<file path="src/rtl/wdt_pkg.sv">
package wdt_pkg;

    localparam int              BUS_AW      = 16;
    localparam int              BUS_DW      = 8;
    localparam logic [BUS_AW-1:0] WDT_REG_ADDR = 16'h0455;
    localparam int              ARM_BIT     = 7;

    // Decoded bus cycle that reached the register
    typedef struct packed {
        logic rd_hit;
        logic wr_hit;
        logic wr_arm;
    } wdt_cmd_t;

    // Control state: disarmed, counting, or driving the reset pulse
    typedef enum logic [1:0] {
        ST_IDLE = 2'd0,
        ST_RUN  = 2'd1,
        ST_FIRE = 2'd2
    } wdt_state_t;

    function automatic logic addr_match(input logic [BUS_AW-1:0] a);
        return a == WDT_REG_ADDR;
    endfunction

    function automatic logic [BUS_DW-1:0] pack_status(input logic armed);
        logic [BUS_DW-1:0] v;
        v          = '0;
        v[ARM_BIT] = armed;
        return v;
    endfunction

endpackage

</file>
<file path="src/rtl/wdt_bus_decode.sv">
module wdt_bus_decode
    import wdt_pkg::*;
(
    input  logic              cfg_en,
    input  logic [BUS_AW-1:0] bus_addr,
    input  logic              bus_rd,
    input  logic              bus_wr,
    input  logic [BUS_DW-1:0] bus_wdata,
    input  logic              armed,
    output wdt_cmd_t          cmd,
    output logic [BUS_DW-1:0] rdata,
    output logic              rdata_oe
);

    logic sel;
    logic unused_rsvd;

    // Reserved write bits carry no function
    assign unused_rsvd = ^bus_wdata[ARM_BIT-1:0];

    assign sel = cfg_en && addr_match(bus_addr);

    always_comb begin
        cmd.rd_hit = sel && bus_rd;
        cmd.wr_hit = sel && bus_wr;
        cmd.wr_arm = bus_wdata[ARM_BIT];
    end

    assign rdata_oe = cmd.rd_hit;
    assign rdata    = cmd.rd_hit ? pack_status(armed) : '0;

endmodule

</file>
<file path="src/rtl/wdt_countdown.sv">
module wdt_countdown #(
    parameter int TICK_DIV      = 1000,
    parameter int TIMEOUT_TICKS = 1100
) (
    input  logic clk,
    input  logic rst,
    input  logic run,
    input  logic refresh,
    output logic expire
);

    localparam int LW = $clog2(TIMEOUT_TICKS + 1);

    logic          tick;
    logic [LW-1:0] left_q;
    logic          hold;

    assign hold = rst || !run || refresh;

    generate
        if (TICK_DIV > 1) begin : g_prescale
            localparam int PW = $clog2(TICK_DIV);
            logic [PW-1:0] pre_q;

            always_ff @(posedge clk) begin
                if (hold || tick) pre_q <= '0;
                else              pre_q <= pre_q + PW'(1);
            end

            assign tick = (pre_q == PW'(TICK_DIV - 1));
        end else begin : g_direct
            assign tick = 1'b1;
        end
    endgenerate

    always_ff @(posedge clk) begin
        if (hold) begin
            left_q <= LW'(TIMEOUT_TICKS);
        end else if (tick && left_q != LW'(1)) begin
            left_q <= left_q - LW'(1);
        end
    end

    assign expire = run && !refresh && tick && (left_q == LW'(1));

endmodule

</file>
<file path="src/rtl/wdt_pulse_gen.sv">
module wdt_pulse_gen #(
    parameter int RST_LEN = 16
) (
    input  logic clk,
    input  logic rst,
    input  logic fire,
    output logic pulse,
    output logic last
);

    localparam int CW = $clog2(RST_LEN + 1);

    logic [CW-1:0] cnt_q;

    always_ff @(posedge clk) begin
        if (rst)                  cnt_q <= '0;
        else if (fire)            cnt_q <= CW'(RST_LEN);
        else if (cnt_q != '0)     cnt_q <= cnt_q - CW'(1);
    end

    assign pulse = (cnt_q != '0);
    assign last  = (cnt_q == CW'(1));

endmodule

</file>
<file path="src/rtl/wdt_ctrl.sv">
module wdt_ctrl
    import wdt_pkg::*;
(
    input  logic     clk,
    input  logic     rst,
    input  logic     cfg_en,
    input  wdt_cmd_t cmd,
    input  logic     expire,
    input  logic     pulse_last,
    output logic     armed,
    output logic     fire_now
);

    wdt_state_t state_q;
    wdt_state_t state_d;

    always_comb begin
        state_d = state_q;
        unique case (state_q)
            ST_IDLE: begin
                if (cmd.wr_hit && cmd.wr_arm) state_d = ST_RUN;
            end
            ST_RUN: begin
                if (!cfg_en)                        state_d = ST_IDLE;
                else if (cmd.wr_hit && !cmd.wr_arm) state_d = ST_IDLE;
                else if (expire)                    state_d = ST_FIRE;
            end
            ST_FIRE: begin
                if (pulse_last) state_d = ST_IDLE;
            end
            default: state_d = ST_IDLE;
        endcase
    end

    always_ff @(posedge clk) begin
        if (rst) state_q <= ST_IDLE;
        else     state_q <= state_d;
    end

    assign armed    = (state_q == ST_RUN);
    assign fire_now = (state_q == ST_RUN) && (state_d == ST_FIRE);

endmodule

</file>
<file path="src/rtl/wdt_io_watchdog.sv">
module wdt_io_watchdog
    import wdt_pkg::*;
#(
    parameter int TICK_DIV      = 1000,
    parameter int TIMEOUT_TICKS = 1100,
    parameter int RST_LEN       = 16
) (
    input  logic              clk,
    input  logic              rst,
    input  logic              cfg_en,
    input  logic [BUS_AW-1:0] bus_addr,
    input  logic              bus_rd,
    input  logic              bus_wr,
    input  logic [BUS_DW-1:0] bus_wdata,
    output logic [BUS_DW-1:0] bus_rdata,
    output logic              bus_rdata_oe,
    output logic              wdt_rst_out
);

    wdt_cmd_t cmd;
    logic     armed;
    logic     expire;
    logic     fire_now;
    logic     pulse_last;

    wdt_bus_decode u_dec (
        .cfg_en   (cfg_en),
        .bus_addr (bus_addr),
        .bus_rd   (bus_rd),
        .bus_wr   (bus_wr),
        .bus_wdata(bus_wdata),
        .armed    (armed),
        .cmd      (cmd),
        .rdata    (bus_rdata),
        .rdata_oe (bus_rdata_oe)
    );

    wdt_ctrl u_ctrl (
        .clk       (clk),
        .rst       (rst),
        .cfg_en    (cfg_en),
        .cmd       (cmd),
        .expire    (expire),
        .pulse_last(pulse_last),
        .armed     (armed),
        .fire_now  (fire_now)
    );

    wdt_countdown #(
        .TICK_DIV     (TICK_DIV),
        .TIMEOUT_TICKS(TIMEOUT_TICKS)
    ) u_cnt (
        .clk    (clk),
        .rst    (rst),
        .run    (armed && cfg_en),
        .refresh(cmd.rd_hit),
        .expire (expire)
    );

    wdt_pulse_gen #(
        .RST_LEN(RST_LEN)
    ) u_pulse (
        .clk  (clk),
        .rst  (rst),
        .fire (fire_now),
        .pulse(wdt_rst_out),
        .last (pulse_last)
    );

endmodule

</file>
<file path="config.mk">
export PLATFORM = sky130hd
export DESIGN_NAME = wdt_io_watchdog
export DESIGN_NICKNAME = d
export VERILOG_FILES = /design/src/rtl/wdt_pkg.sv /design/src/rtl/wdt_bus_decode.sv /design/src/rtl/wdt_countdown.sv /design/src/rtl/wdt_pulse_gen.sv /design/src/rtl/wdt_ctrl.sv /design/src/rtl/wdt_io_watchdog.sv
export SDC_FILE = /design/constraint.sdc
export NUM_CORES = 1
export LEC_CHECK = 0
export BUFFER_PORTS_ARGS = -buffer_cell sky130_fd_sc_hd__buf_2
export CAP_MARGIN = 10
export CORE_MARGIN = 2
export CORE_UTILIZATION = 52
export DETAILED_ROUTE_END_ITERATION = 6
export HOLD_SLACK_MARGIN = 0.1
export PLACE_DENSITY_LB_ADDON = 0.1
export SYNTH_ARGS = -nofsm -noshare
export SYNTH_HDL_FRONTEND = slang
export SYNTH_SLANG_ARGS = --single-unit
</file>
<file path="constraint.sdc">
create_clock -name clk -period 3.3 [get_ports clk]
set_clock_uncertainty 0.1 [all_clocks]
set_input_delay 0.99 -clock clk [delete_from_list [all_inputs] [get_ports clk]]
set_output_delay 0.99 -clock clk [all_outputs]
set_load 0.01 [all_outputs]
</file>
After elaboration in Yosys (flattened, before gate mapping)

Index checks and enable logic that the tools add are counted.

Flip-flop bits (word level): 28
Input bits: 29
Output and inout bits: 10
Logic and storage cells: 46

$add $sub $neg: 3
Equality and inequality tests: 8
Muxes and demuxes: 9
Reduce and logical (&&, ||, !) cells: 21

Operators with widths:

| kind                  | count |
|---|---|
| $eq 16x11->1 const B  | 1 |
| $eq 11x1->1 const B   | 1 |
| $logic_and 1x1->1     | 11 |
| $ne 11x1->1 const B   | 1 |
| $sub 11x1->11 const B | 1 |
| $add 10x1->10 const B | 1 |
| $eq 10x10->1 const B  | 1 |
| $mux 2                | 5 |
| $mux 5                | 2 |
| $mux 8                | 1 |
| $pmux 2 s3            | 1 |
| $eq 5x1->1 const B    | 1 |
| $reduce_bool 5->1     | 1 |
| $sub 5x1->5 const B   | 1 |
| $eq 2x2->1 const B    | 2 |
| $logic_not 1->1       | 3 |
| $logic_or 1x1->1      | 3 |
| $eq 2x1->1 const B    | 1 |
| $logic_not 2->1       | 1 |
| $reduce_bool 2->1     | 1 |
| $reduce_or 2->1       | 1 |

Depth between registers and ports, before layout

Depth after elaboration: 14
Mapped depth: 7
Depth with buffers taken out: 7

Cells and area by module

A second synthesis with hierarchy kept.

Cell total of the unflattened synthesis: 176
Area total of the unflattened synthesis: 1549.0 um^2

Modules (own cells, without submodules):

| module          | instances | cells each | area each (um^2) | sequential area each (um^2) |
|---|---|---|---|---|
| wdt_countdown   | 1         | 119        | 1037.2           | 420.4 |
| wdt_pulse_gen   | 1         | 26         | 244.0            | 100.1 |
| wdt_bus_decode  | 1         | 18         | 158.9            | 0.0 |
| wdt_ctrl        | 1         | 12         | 102.6            | 40.0 |
| wdt_io_watchdog | 1         | 1          | 6.3              | 0.0 |

Least setup slack after synthesis

OpenSTA, ideal clock, no wires.

Kind: input -> output
Start: in bus_addr[9]
End: out bus_rdata[7]
Arrival time: 2.309 ns
Data required time: 2.210 ns
Setup slack: -0.099 ns
Stages: 4
Buffers on the path: 0
Cell sequence: nand4bb_1 or4_4 nor3_1 and3b_1

Longest elaborated chain between the ends: 4

RTL lines:

| what              | RTL line              | text |
|---|---|---|
| start, declared   | wdt_io_watchdog.sv:11 | `input logic [BUS_AW-1:0] bus_addr,` |
| $eq 16x11->1      | wdt_pkg.sv:23         | `return a == WDT_REG_ADDR;` |
| $logic_and 1x1->1 | wdt_bus_decode.sv:21  | `assign sel = cfg_en && addr_match(bus_addr);` |
| $logic_and 1x1->1 | wdt_bus_decode.sv:24  | `cmd.rd_hit = sel && bus_rd;` |
| net bus_rdata_oe  | wdt_io_watchdog.sv:16 | `output logic bus_rdata_oe,` |
| $mux 8            | wdt_bus_decode.sv:30  | `assign rdata = cmd.rd_hit ? pack_status(armed) : '0;` |
| end, declared     | wdt_io_watchdog.sv:15 | `output logic [BUS_DW-1:0] bus_rdata,` |

The timed path passes the listed nets, and every way through them passes these cells.

Worst setup path in the final report

Start: in bus_addr[9]
End: out bus_rdata[7]

Longest elaborated chain between the ends: 4

RTL lines:

| what              | RTL line |
|---|---|
| $eq 16x11->1      | wdt_pkg.sv:23 |
| $logic_and 1x1->1 | wdt_bus_decode.sv:21 |
| $logic_and 1x1->1 | wdt_bus_decode.sv:24 |
| $mux 8            | wdt_bus_decode.sv:30 |

No other way between the ends.

==> flow_summary.yaml <==
worst_setup_path:
  critPathSlowestCell: "or4_4"
  cpPeakStageDelay_ns: 0.51
  crit_chain: "buf_6 -> nand4bb_1 -> or4_4 -> nor3_4 -> and3b_1 -> buf_2"
  cp-end-kind: "output port"
  crit_type: "in2out"
  crit_required_ns: 2.21
  start_kind: "input pin"
  worstPathMaxFanout: 2
  cp.arrival_ns: 2.17
min_path:
  worstHoldPathType: "reg2reg"
grt:
  first_global_vias: 1240
  antenna_found_initial: 0
  groute.usage.overall: 0.176
  grt_pass1_wl_um: 4880
  grt.overflow.total: 0
  grt_max_degree: 16
outcome:
  status: "finished, final reports clean"
timing:
  finalHoldViolCount: 0
  grt_setup_unrepaired: "yes"
  tightest_slew_ns: 0.549
  min_period_over_period: 0.987
  slew_violations: 0
  fin_crit_ns: 3.26
  maxSlewHeadroom: 0.631
  fmax_mhz: 307
  finalWorstSetupSlack_ns: 0.0413
  finalSetupViolations: 0
yosys:
  yosys.area.top_type: "dfxtp_1"
  ys_types: 44
  synthTopCellsByArea: "dfxtp_1, nor2_1, xor2_1"
  synth_common_cells: "dfxtp_1, nor2_1, xor2_1"
  synth_most_common_cell: "dfxtp_1"
  netlist_area_um2: 1570
  synthFlopType: "dfxtp_1"
  yosysWarnings: 0
  async_reset_ff_frac: 0
  seq_area_frac_synth: 0.356
  syn-instance-count: 177
  synth_top_area_share: 0.356
  ys_ff_latch: 28
  syn_avg_cell_area_um2: 8.89
  synth-edff-count: 0
drt:
  drcViolationCount: 0
  vias_per_cell: 5.37
  ant_nets: 0
  drt_pass1_iterations: 4
  wl_per_cell_um: 12.0
  vias: 1268
  routed_wl_um: 2840
  dr.first_iter.drc_count: 52
power:
  share_seq_of_total_power: 0.502
  swShare: 0.314
  intPower_mw: 0.539
  power.density_nw_per_um2: 442
  p_leak_nw: 0.673
  p_clk_frac: 0.212
  p_switching_mw: 0.247
  vdd_drop_max_mv: 0.443
  p_comb_frac: 0.286
  power_mw: 0.786
cells_and_area:
  fillCellCount: 250
  syn_to_final_growth_pct: 13.0
  layout.nets: 241
  n_antenna_cell: 0
  stdcell_count: 236
  layout-drive-gt1-share: 0.244
clocking:
  cts.sinks: 28
  postCtsSetupRepairBufs: 0
  numCtsBuffers: 3
  cts_buffer_depth: 2
  clk_latency_ns: 0.33
  htree_levels: 1
  root_buffer: "clkbuf_4"
  ctsHoldBuffers: 0
  path_clk_slew_ns: 0.13
  cts_tree: "done"
floorplan:
  num_rows: 19
  initial_core_util: 0.561
  fp.dieH_um: 59.0
  dieArea_um2: 3480
  design.portCount: 39
  core_area_um2: 2810
  die_width_um: 59.0
placement:
  dp_hpwl_um: 2230
  dpl.cell_count: 232
  gp_congestion: 0.854
  pre_cts_ws_ns: 0.0189
  port_buffers: 24
job:
  maxCapViolCount: 0
## cell type report
class | count | area [um^2] | share of cell area
timing repair buffer | 28 | 163 | 0.0915
multi-input combinational | 137 | 950 | 0.534
clock buffer | 4 | 36.3 | 0.0204
inverter | 8 | 30.0 | 0.0169
sequential | 28 | 561 | 0.315
tap | 31 | 38.8 | 0.0218
## flip-flops by register name, summed over array words and instances, names as in the netlist
signal                  count
u_pulse.cnt_q               5
u_ctrl.state_q              2
u_cnt.g_prescale.pre_q     10
u_cnt.left_q               11
## final timing paths
check                           depth (start not counted)  slack, ns                                    to                            startpoint
worst min-delay path                                    1       0.37  u_cnt.g_prescale.pre_q[0]$_SDFF_PP0_  u_cnt.g_prescale.pre_q[0]$_SDFF_PP0_
worst max register to register                          6       1.18          u_cnt.left_q[3]$_SDFFE_PP1P_  u_cnt.g_prescale.pre_q[0]$_SDFF_PP0_
worst min register to register                          1       0.37  u_cnt.g_prescale.pre_q[0]$_SDFF_PP0_  u_cnt.g_prescale.pre_q[0]$_SDFF_PP0_
worst max-delay path                                    6       0.04                          bus_rdata[7]                           bus_addr[9]
## power groups by stage
stage	combinational [mW]	sequential [mW]	clock [mW]
2_1_floorplan	0.176	0.396	0
3_3_place_gp	0.209	0.400	0
3_5_place_dp	0.221	0.402	0
4_1_cts	0.224	0.395	0.174
5_1_grt	0.248	0.401	0.191
6_report	0.225	0.395	0.166
## worst max-delay path: cells and delay by family
family / cells / cell delay (ns)
buffers and inverters: 2 / 0.20
AND/OR/NAND/NOR: 4 / 0.97
## cells by family after synthesis
logic type                 count (synthesis)  synth area share
and+or+nand+nor                           89             0.332
AOI/OAI and AO/OA                         17            0.0994
xor gates and xnor gates                  18             0.100
DFF                                       28             0.356
buffers and inverters                     18            0.0620
adders and majority gates                  6            0.0477
other                                      1           0.00238
## per-stage QoR
step                 util  hold slack, ns  TNS (ns)  cell area [um^2]
CTS                 0.627           0.378         0              1760
floorplan               -           0.326         0              1600
detailed placement  0.614           0.346         0              1720
global route        0.634           0.401   -0.0396              1780
global placement    0.614           0.336         0              1720
finish              0.634           0.372         0              1780
## cell usage in the layout, fill, tap and decap left out, drive strengths merged, types with 2 or more instances in the layout
| master | n |
|---|---|
| nand4b | 3 |
| conb | 7 |
| nand2b | 3 |
| dfxtp | 28 |
| nand2 | 9 |
| xor2 | 11 |
| nor2 | 27 |
| nand4 | 5 |
| nand3b | 3 |
| ha | 6 |
| or4 | 2 |
| and2 | 3 |
| nor4b | 2 |
| clkbuf | 4 |
| buf | 28 |
| a211oi | 2 |
| nand3 | 9 |
| o31ai | 2 |
| and3 | 2 |
| a21oi | 5 |
| xnor2 | 7 |
| nor3 | 11 |
| or2 | 3 |
| inv | 8 |
| o21ai | 3 |
## layer usage
| metal | GRT usage | vias to the layer above | part of all wire |
|---|---|---|---|
| li1 | - | 654 | - |
| met1 | 0.214 | 595 | 0.46 |
| met2 | 0.319 | 17 | 0.50 |
| met3 | 0.0415 | 2 | 0.029 |
| met4 | 0.0325 | 0 | 0.0060 |
| met5 | 0 | - | 0 |
## what timing repair did
action,in CTS,in global routing
endpoints found under the setup margin,0,2
gates resized for setup,0,3
hold endpoints to repair,0,0
(Power assumes the default switching activity.)
